===== src/rtl/refmon_pkg.sv =====
package refmon_pkg;

  typedef struct packed {
    logic armRun;
    logic toRun;
  } monStrobe_t;

  typedef enum logic [1:0] {
    MON_OFF   = 2'd0,
    MON_COUNT = 2'd1,
    MON_ARMED = 2'd2,
    MON_LOST  = 2'd3
  } monState_t;

  localparam logic [3:0] SEL_LOSS_HI = 4'b1010;
  localparam logic [3:0] SEL_LOSS_LO = 4'b1111;
  localparam logic [3:0] SEL_ANY_HI  = 4'b1101;
  localparam logic [3:0] SEL_ANY_LO  = 4'b1110;

endpackage


===== src/rtl/refmon_datapath.sv =====
module refmon_datapath
  import refmon_pkg::*;
#(
  parameter int ARM_BASE    = 3,
  parameter int RATIO_W     = 8,
  parameter int PERIODS     = 4,
  parameter int SYNC_STAGES = 2
) (
  input  logic               clk,
  input  logic               rstN,
  input  logic               refClk,
  input  logic               pfdTick,
  input  logic               lockDet,
  input  logic [1:0]         armDelaySel,
  input  logic [RATIO_W-1:0] refRatio,
  input  monStrobe_t         strb,
  output logic               armDone,
  output logic               refMissing
);

  localparam int ARM_W = $clog2(ARM_BASE * 8 + 1);
  localparam int TO_W  = RATIO_W + $clog2(PERIODS) + 1;

  logic [SYNC_STAGES:0] refPipe;
  logic                 refEdge;
  logic [ARM_W-1:0]     armCnt;
  logic [ARM_W-1:0]     armTarget;
  logic [TO_W-1:0]      toCnt;
  logic [TO_W-1:0]      toLimit;

  always_ff @(posedge clk or negedge rstN) begin
    if (!rstN) refPipe <= '0;
    else       refPipe <= {refPipe[SYNC_STAGES-1:0], refClk};
  end

  assign refEdge = refPipe[SYNC_STAGES-1] & ~refPipe[SYNC_STAGES];

  assign armTarget = ARM_W'(ARM_BASE) << armDelaySel;
  assign armDone   = (armCnt >= armTarget);

  always_ff @(posedge clk or negedge rstN) begin
    if (!rstN)                        armCnt <= '0;
    else if (!strb.armRun || !lockDet) armCnt <= '0;
    else if (pfdTick && !armDone)      armCnt <= armCnt + 1'b1;
  end

  assign toLimit    = TO_W'(refRatio) * TO_W'(PERIODS);
  assign refMissing = (toCnt >= toLimit);

  always_ff @(posedge clk or negedge rstN) begin
    if (!rstN)                      toCnt <= '0;
    else if (!strb.toRun || refEdge) toCnt <= '0;
    else if (!refMissing)            toCnt <= toCnt + 1'b1;
  end

  // the locked-strobe count never runs past the selected target
  assert_arm_bound_R2: assert property (@(posedge clk) disable iff (!rstN)
    (armCnt <= armTarget) || !$stable(armDelaySel));

  // a synchronised reference edge restarts the silence window
  assert_edge_restart_R4: assert property (@(posedge clk) disable iff (!rstN)
    (refEdge && strb.toRun) |=> !refMissing || (toLimit == '0));

endmodule


===== src/rtl/refmon_control.sv =====
module refmon_control
  import refmon_pkg::*;
(
  input  logic       clk,
  input  logic       rstN,
  input  logic       monEnable,
  input  logic       lockDet,
  input  logic [3:0] muxSel,
  input  logic       armDone,
  input  logic       refMissing,
  output monStrobe_t strb,
  output logic       lossFlag,
  output logic       cpTristate,
  output logic       statusOut
);

  monState_t state, stateNext;
  logic      armedNow;
  logic      anyFault;

  always_comb begin
    stateNext = state;
    unique case (state)
      MON_OFF:   if (monEnable) stateNext = MON_COUNT;
      MON_COUNT: if (!monEnable) stateNext = MON_OFF;
                 else if (armDone) stateNext = MON_ARMED;
      MON_ARMED: if (!monEnable) stateNext = MON_OFF;
                 else if (refMissing) stateNext = MON_LOST;
      MON_LOST:  if (!monEnable) stateNext = MON_OFF;
      default:   stateNext = MON_OFF;
    endcase
  end

  always_ff @(posedge clk or negedge rstN) begin
    if (!rstN) state <= MON_OFF;
    else       state <= stateNext;
  end

  assign armedNow    = (state == MON_ARMED);
  assign strb.armRun = (state == MON_COUNT);
  assign strb.toRun  = armedNow;
  assign lossFlag    = (state == MON_LOST);
  assign cpTristate  = (state == MON_LOST);
  assign anyFault    = ~lockDet | lossFlag;

  always_comb begin
    unique case (muxSel)
      SEL_LOSS_HI: statusOut = lossFlag;
      SEL_LOSS_LO: statusOut = ~lossFlag;
      SEL_ANY_HI:  statusOut = anyFault;
      SEL_ANY_LO:  statusOut = ~anyFault;
      default:     statusOut = 1'b0;
    endcase
  end

  // arming happens only after the datapath reports the count complete
  assert_arm_after_count_R2: assert property (@(posedge clk) disable iff (!rstN)
    $rose(armedNow) |-> $past(armDone));

  // the flag rises only on a reported silence
  assert_flag_cause_R4: assert property (@(posedge clk) disable iff (!rstN)
    $rose(lossFlag) |-> $past(refMissing) && $past(monEnable));

  // sticky while enabled
  assert_sticky_R6: assert property (@(posedge clk) disable iff (!rstN)
    (lossFlag && monEnable) |=> lossFlag);

  // disabling clears flag and tri-state
  assert_release_R6: assert property (@(posedge clk) disable iff (!rstN)
    !monEnable |=> !lossFlag && !cpTristate);

endmodule


===== src/rtl/refLossMonitor.sv =====
module refLossMonitor
  import refmon_pkg::*;
#(
  parameter int ARM_BASE    = 3,
  parameter int RATIO_W     = 8,
  parameter int PERIODS     = 4,
  parameter int SYNC_STAGES = 2
) (
  input  logic               clk,
  input  logic               rstN,
  input  logic               pfdTick,
  input  logic               lockDet,
  input  logic               refClk,
  input  logic               monEnable,
  input  logic [1:0]         armDelaySel,
  input  logic [RATIO_W-1:0] refRatio,
  input  logic [3:0]         muxSel,
  output logic               lossFlag,
  output logic               cpTristate,
  output logic               statusOut
);

  monStrobe_t strb;
  logic       armDone;
  logic       refMissing;

  refmon_datapath #(
    .ARM_BASE(ARM_BASE), .RATIO_W(RATIO_W),
    .PERIODS(PERIODS), .SYNC_STAGES(SYNC_STAGES)
  ) u_dp (
    .clk(clk), .rstN(rstN), .refClk(refClk), .pfdTick(pfdTick),
    .lockDet(lockDet), .armDelaySel(armDelaySel), .refRatio(refRatio),
    .strb(strb), .armDone(armDone), .refMissing(refMissing)
  );

  refmon_control u_ctl (
    .clk(clk), .rstN(rstN), .monEnable(monEnable), .lockDet(lockDet),
    .muxSel(muxSel), .armDone(armDone), .refMissing(refMissing),
    .strb(strb), .lossFlag(lossFlag), .cpTristate(cpTristate),
    .statusOut(statusOut)
  );

endmodule


===== config.mk =====
export PLATFORM = sky130hd
export DESIGN_NAME = refLossMonitor
export DESIGN_NICKNAME = d
export VERILOG_FILES = /design/src/rtl/refmon_pkg.sv /design/src/rtl/refmon_datapath.sv /design/src/rtl/refmon_control.sv /design/src/rtl/refLossMonitor.sv
export SDC_FILE = /design/constraint.sdc
export NUM_CORES = 1
export LEC_CHECK = 0
export ABC_CLOCK_PERIOD_IN_PS = 3550
export BUFFER_PORTS_ARGS = -buffer_cell sky130_fd_sc_hd__buf_4
export CAP_MARGIN = 20
export CORE_MARGIN = 2
export CORE_UTILIZATION = 25
export CTS_BUF_LIST = sky130_fd_sc_hd__clkbuf_8
export CTS_CLUSTER_SIZE = 24
export DETAILED_ROUTE_END_ITERATION = 7
export GPL_TIMING_DRIVEN = 0
export PLACE_DENSITY_LB_ADDON = 0.3
export SLEW_MARGIN = 20
export SYNTH_ARGS = -nofsm -noshare
export SYNTH_HDL_FRONTEND = slang
export SYNTH_SLANG_ARGS = --single-unit

===== constraint.sdc =====
create_clock -name clk -period 3.55 [get_ports clk]
set_input_delay 0.5325 -clock clk [delete_from_list [all_inputs] [get_ports clk]]
set_output_delay 0.5325 -clock clk [all_outputs]
set_load 0.005 [all_outputs]

==> impl_results.md, run 1 <==
- Outcome: finished, final reports clean
- I/O pin count: 23
- Max-Cap Viols: 0
- Maximum clock rate: 426 MHz
- DIE WIDTH: 80.9 um
- Worst Path Required: 3690 ps
- R2R Path Start: u_dp.toCnt[6]$_DFFE_PN0P_
- H-Tree Depth: 1
- Switching share of power: 24.5%
- Worst IR drop on VDD: 0.193 mV
- Slew Viols, Final: 0
- Post-CTS Resized: 0
- Die extent in y: 80.9 um
- Post-synth top area cell: dfrtp_1
- Critical Path End: u_dp.toCnt[4]$_DFFE_PN0P_
- Reg2reg end: u_dp.toCnt[4]$_DFFE_PN0P_
- Drt total wl: 2.75 mm
- Total grt overflow: 0
- Register-to-register setup slack: 1200 ps
- CTS buffer count: 3
- Post-route setup slack: 1200 ps
- First-pass GRT wire length: 5.06 mm
- Post-route insts no fill: 260
- Combinational cell fraction of total power: 12.7%
- IO Port Bufs: 22
- Total power per unit cell area: 260 mW/mm2
- Placer congestion estimate: 0.767
- CTS max path bufs: 2
- Unique cell type count in the Yosys netlist: 36
- Share of layout cells above drive strength 1: 18.4%
- Net Count, Synth: 197
- CP arrival: 2490 ps
- CTS tree: built
- Initial Util: 25.4%
- Post-synth EDFFs: 0
- Vias in the first global route: 1115
- Area grow syn2layout: 20.7%
- Final Skew: 8.09 ps
- Asr flop ratio synth: 100%
- Leakage: 0.831 nW
- Post-CTS setup buffers: 0
- Overall routing resource usage: 9.70%
- Synthesized area per cell: 9.29 um2
- CP startpoint kind: flop
- Clk sinks: 21
- Placed insts: 256
- Worst rel slew slack: 51.0%
- Worst-path maximum fanout: 9
- Final Hold Violating Endpoints: 0
- Largest net degree at the start of global routing: 22
- Initial antenna violation count: 0
- Vias per inst: 4.43
- Reg power frac: 53.1%
- Cells after Synth: 159
- Final period utilization: 66.1%
- Fin nets: 224
- Post-synthesis register bit count: 21
- Post-Syn Area: 0.00148 mm2
- Detailed placement HPWL: 2.20 mm
- First DRT Iteration DRCs: 37
- Synth top area cells: dfrtp_1, ha_1, inv_1, xnor2_1, nand2_1
- Root buf cell: clkbuf_8
- Ant diodes: 0
- Top-area cell type share of the netlist area: 35.6%
- CP startpoint: u_dp.toCnt[6]$_DFFE_PN0P_
- Die area: 0.00654 mm2
- Dpl ws: 1000 ps
- Cell-internal power: 0.350 mW
- Setup TNS: 0 ps
- Setup-failing EPs final: 0
- Clock share of power: 34.2%
- DRC viols: 0
- Clock transition at path regs: 80 ps
- Rows: 28
- Worst R2R Path Depth: 6
- Yosys warning total: 0
- Most frequent cells in the layout: buf_4, inv_1, dfrtp_1
- CTS Hold Buffers Added: 0
- Core box area: 0.00582 mm2
- Seq/Total Area, Yosys: 35.6%
- Critical path type: reg -> reg
- Fin util: 30.7%
- WL/cell: 10.6 um
- Worst skew pair latency: 260 ps
- RSZ-0062 raised after global routing: no
- Final Critical Period: 2350 ps
- Sw power: 0.113 mW
- Most used DFF post-synth: dfrtp_1
- Crit. End Element: flop
- DR pass1 iterations: 4
- DRT antenna net count: 0
- Worst hold slack: 142 ps
- Worst Hold Class: in -> async
- Slew @ Worst Pin: 730 ps
- Most common cell after layout, fill and taps aside: buf_4
- Total vias in the final route: 1152
## cell type report
cell class              count  area (um2)
plain buffers               1        7.51
clock buffers               3        41.3
clock inverters             1        5.00
fillers                   643        4030
inverters                  22        82.6
multi-input cells         115         862
flip-flops and latches     21         526
well taps                  75        93.8
repair buffers             22         165
## worst min-delay path by stage
stage / end / cells past startpoint / slack [ps]
6_report: u_dp.toCnt[10]$_DFFE_PN0P_ / 1 / 140
5_1_grt: u_dp.toCnt[10]$_DFFE_PN0P_ / 1 / 150
4_1_cts: u_dp.toCnt[4]$_DFFE_PN0P_ / 1 / 150
3_5_place_dp: u_dp.refPipe[1]$_DFF_PN0_ / 0 / 340
3_3_place_gp: u_dp.refPipe[1]$_DFF_PN0_ / 0 / 330
2_1_floorplan: u_ctl.state[0]$_DFFE_PN0P_ / 0 / 240
## metrics by stage
stage / power, mW / area, um2
6_report: 0.464 / 1780
5_1_grt: 0.494 / 1780
4_1_cts: 0.473 / 1780
3_5_place_dp: 0.312 / 1740
3_3_place_gp: 0.311 / 1740
2_1_floorplan: 0.280 / 1480
## Yosys cell counts, types with 3 or more instances
cell and number:
nor2b_1 3, dfrtp_1 21, ha_1 18, nand2_1 17
mux2i_1 4, nor2_1 17, xnor2_1 8, a211oi_1 6
nand4_1 5, inv_1 22, a21oi_1 5
## cells by family after synthesis
family | count (synthesis) | share of synthesized area (%)
AND/OR/NAND/NOR | 50 | 15.3
AO/OA/AOI/OAI | 35 | 20.3
buffers and inverters | 23 | 6.10
flip-flops | 21 | 35.6
adder cells (fa/ha/maj) | 18 | 15.2
XOR/XNOR | 8 | 4.74
multiplexers | 4 | 2.71
## power by group through the flow
stage / sequential, mW / clock (mW) / combinational (mW)
floorplan: 0.250 / 0 / 0.0302
CTS: 0.246 / 0.166 / 0.0609
finish: 0.246 / 0.159 / 0.0590
detailed placement: 0.251 / 0 / 0.0608
global route: 0.247 / 0.179 / 0.0688
global placement: 0.251 / 0 / 0.0598
## critical path: stages (launching register included)
cell and delay, ps:
dfrtp_1 450, ha_1 320, a211oi_2 250, o211ai_2 230, a2111oi_4 640, nand4_1 190, mux2i_1 150
## flip-flops by register name, indices dropped and copies added (netlist names)
| name | flops |
|---|---|
| u_dp.armCnt | 5 |
| u_ctl.state | 2 |
| u_dp.refPipe | 3 |
| u_dp.toCnt | 11 |
## layer usage
metal  part of all wire (%)  GRT usage [%]  wire (um)
met3                    2.7           2.44         73
met2                     46           16.0       1280
met4                   0.47           1.53         13
met1                     50           13.0       1380
met5                      0              0          0
Power figures use the tool's default switching activity.
==> run 2, diff against run 1 <==
--- a/config.mk
+++ b/config.mk
@@ -5,7 +5,7 @@
 export SDC_FILE = /design/constraint.sdc
 export NUM_CORES = 1
 export LEC_CHECK = 0
-export ABC_CLOCK_PERIOD_IN_PS = 3550
+export ABC_CLOCK_PERIOD_IN_PS = 2150
 export BUFFER_PORTS_ARGS = -buffer_cell sky130_fd_sc_hd__buf_4
 export CAP_MARGIN = 20
 export CORE_MARGIN = 2
==> constraint.sdc (replaced) <==
create_clock -name clk -period 2.15 [get_ports clk]
set_input_delay 0.3225 -clock clk [delete_from_list [all_inputs] [get_ports clk]]
set_output_delay 0.3225 -clock clk [all_outputs]
set_load 0.005 [all_outputs]
==> impl_results.md, run 2 (same netlist as run 1, synthesis figures left out) <==
- Final Hold Violating Endpoints: 0
- Slew Viols, Final: 0
- Fin nets: 231
- Combinational cell fraction of total power: 13.9%
- Reg power frac: 52.5%
- IO Port Bufs: 22
- DRC viols: 0
- DRT antenna net count: 0
- Detailed placement HPWL: 2.20 mm
- Drt total wl: 2.81 mm
- Vias per inst: 4.48
- Core box area: 0.00582 mm2
- Critical path type: reg -> reg
- Rows: 28
- DIE WIDTH: 80.9 um
- Maximum clock rate: 490 MHz
- CP delay by family, top: compound AO/OA/AOI/OAI gates
- Setup-failing EPs final: 0
- Ant diodes: 0
- CTS max path bufs: 2
- Cell-internal power: 0.586 mW
- WP buf/inv: 0
- H-Tree Depth: 1
- Leakage: 0.864 nW
- Worst skew pair latency: 260 ps
- Crit. End Element: flop
- Biggest register: u_dp.toCnt
- Clock transition at path regs: 80 ps
- Final Skew: 2.89 ps
- WL/cell: 10.5 um
- Clock share of power: 33.6%
- First-pass GRT wire length: 5.09 mm
- Total power per unit cell area: 409 mW/mm2
- Final period utilization: 95.0%
- Placed insts: 256
- Total vias in the final route: 1196
- Vias in the first global route: 1149
- Power Total: 0.774 mW
- Share of layout cells above drive strength 1: 22.4%
- Worst rel slew slack: 51.3%
- Most frequent cells in the layout: buf_4, inv_1, dfrtp_1
- Crit path max-delay cell type: a2111o_1
- Placer congestion estimate: 0.767
- CP startpoint kind: flop
- Dpl ws: -207 ps
- Worst Hold Class: in -> reg
- Sw power: 0.189 mW
- Clk sinks: 21
- I/O pin count: 23
- Most common cell after layout, fill and taps aside: buf_4
- Total grt overflow: 0
- Post-route insts no fill: 267
- First DRT Iteration DRCs: 27
- Worst IR drop on VDD: 0.327 mV
- DR pass1 iterations: 4
- Switching share of power: 24.4%
- RSZ-0062 raised after global routing: yes
- Area grow syn2layout: 28.2%
- Crit-path max cell delay: 470 ps
- Largest net degree at the start of global routing: 22
- Largest registers: u_dp.toCnt x11, u_dp.armCnt x5, u_dp.refPipe x3
- Worst Path Required: 2270 ps
- CP arrival: 2160 ps
- Finished Cell Area: 0.00189 mm2
- Worst-path maximum fanout: 3
- Die extent in y: 80.9 um
- Final Critical Period: 2040 ps
- Initial antenna violation count: 0
- Root buf cell: clkbuf_8
- Worst path cell trace: ha_1, a21o_1, a2111o_1, a211oi_1, xnor2_1, nor2_1
- Initial Util: 25.4%
- Post-route setup slack: 107 ps
- Outcome: finished, final reports clean
- Die area: 0.00654 mm2
- Max-Cap Viols: 0
- Area of placed instances: 0.00174 mm2
- Overall routing resource usage: 9.70%
- CTS buffer count: 3
- Max reg flops: 11
- Setup TNS: 0 ps
- Slew @ Worst Pin: 726 ps
- CTS tree: built
run 2: cell types whose count changed in the layout (fill, tap and decap cells not counted), sizes merged:
| cell | change |
|---|---|
| dlygate4sd3 | +1 |
| buf | +6 |
run 2: per-layer routing:
layer | track usage [%] | wire length [um]
met1 | 12.8 | 1350
met2 | 16.4 | 1370
met4 | 1.53 | 9
met5 | 0 | 0
met3 | 2.44 | 85
run 2: power by group through the flow:
stage / Combinational [mW] / Clock, mW / Sequential [mW]
after CTS: 0.107 / 0.275 / 0.406
after global placement: 0.0987 / 0 / 0.414
after detailed placement: 0.100 / 0 / 0.414
after floorplan: 0.0499 / 0 / 0.413
final: 0.108 / 0.260 / 0.406
after global routing: 0.125 / 0.291 / 0.408
run 2: worst register-to-register path, delay by kind of cell, from the launching register on:
kind,cells,cell delay [ps]
AOI/OAI and AO/OA,3,980
xor gates and xnor gates,1,160
adders and majority gates,1,300
DFF,1,420
and+or+nand+nor,1,50
run 2: timing repair:
action,CTS,global route
endpoints found under the hold margin,21,0
buffers inserted,3,3
pin swaps,3,4
gates resized for setup,4,5
setup endpoints to repair,8,9
hold buffers,1,0
run 2: area by class of cell:
| class | count | area [um2] |
|---|---|---|
| buffer | 1 | 7.51 |
| clock buffer | 3 | 41.3 |
| clock inverter | 1 | 5.00 |
| fill | 629 | 3920 |
| inverter | 22 | 82.6 |
| multi-input combinational | 115 | 913 |
| sequential | 21 | 527 |
| tap | 75 | 93.8 |
| timing repair buffer | 29 | 224 |
run 2: path summary, 6_finish.rpt:
kind	start	endpoint	slack [ps]	cells past startpoint
worst max-delay path	u_dp.toCnt[8]$_DFFE_PN0P_	u_dp.toCnt[6]$_DFFE_PN0P_	110	6
worst min-delay path	refClk	u_dp.refPipe[0]$_DFF_PN0_	170	1
worst max register to register	u_dp.toCnt[8]$_DFFE_PN0P_	u_dp.toCnt[6]$_DFFE_PN0P_	110	6
worst min register to register	u_dp.refPipe[0]$_DFF_PN0_	u_dp.refPipe[1]$_DFF_PN0_	360	0
max in group asynchronous	rstN	u_dp.toCnt[6]$_DFFE_PN0P_	1430	2
min in group asynchronous	rstN	u_dp.toCnt[10]$_DFFE_PN0P_	480	2
run 2: stage by stage:
step,utilization [%],hold slack [ps]
2_1_floorplan,-,26.9
3_3_place_gp,29.9,229
3_5_place_dp,29.9,233
4_1_cts,31.6,156
5_1_grt,32.6,154
6_report,32.6,167
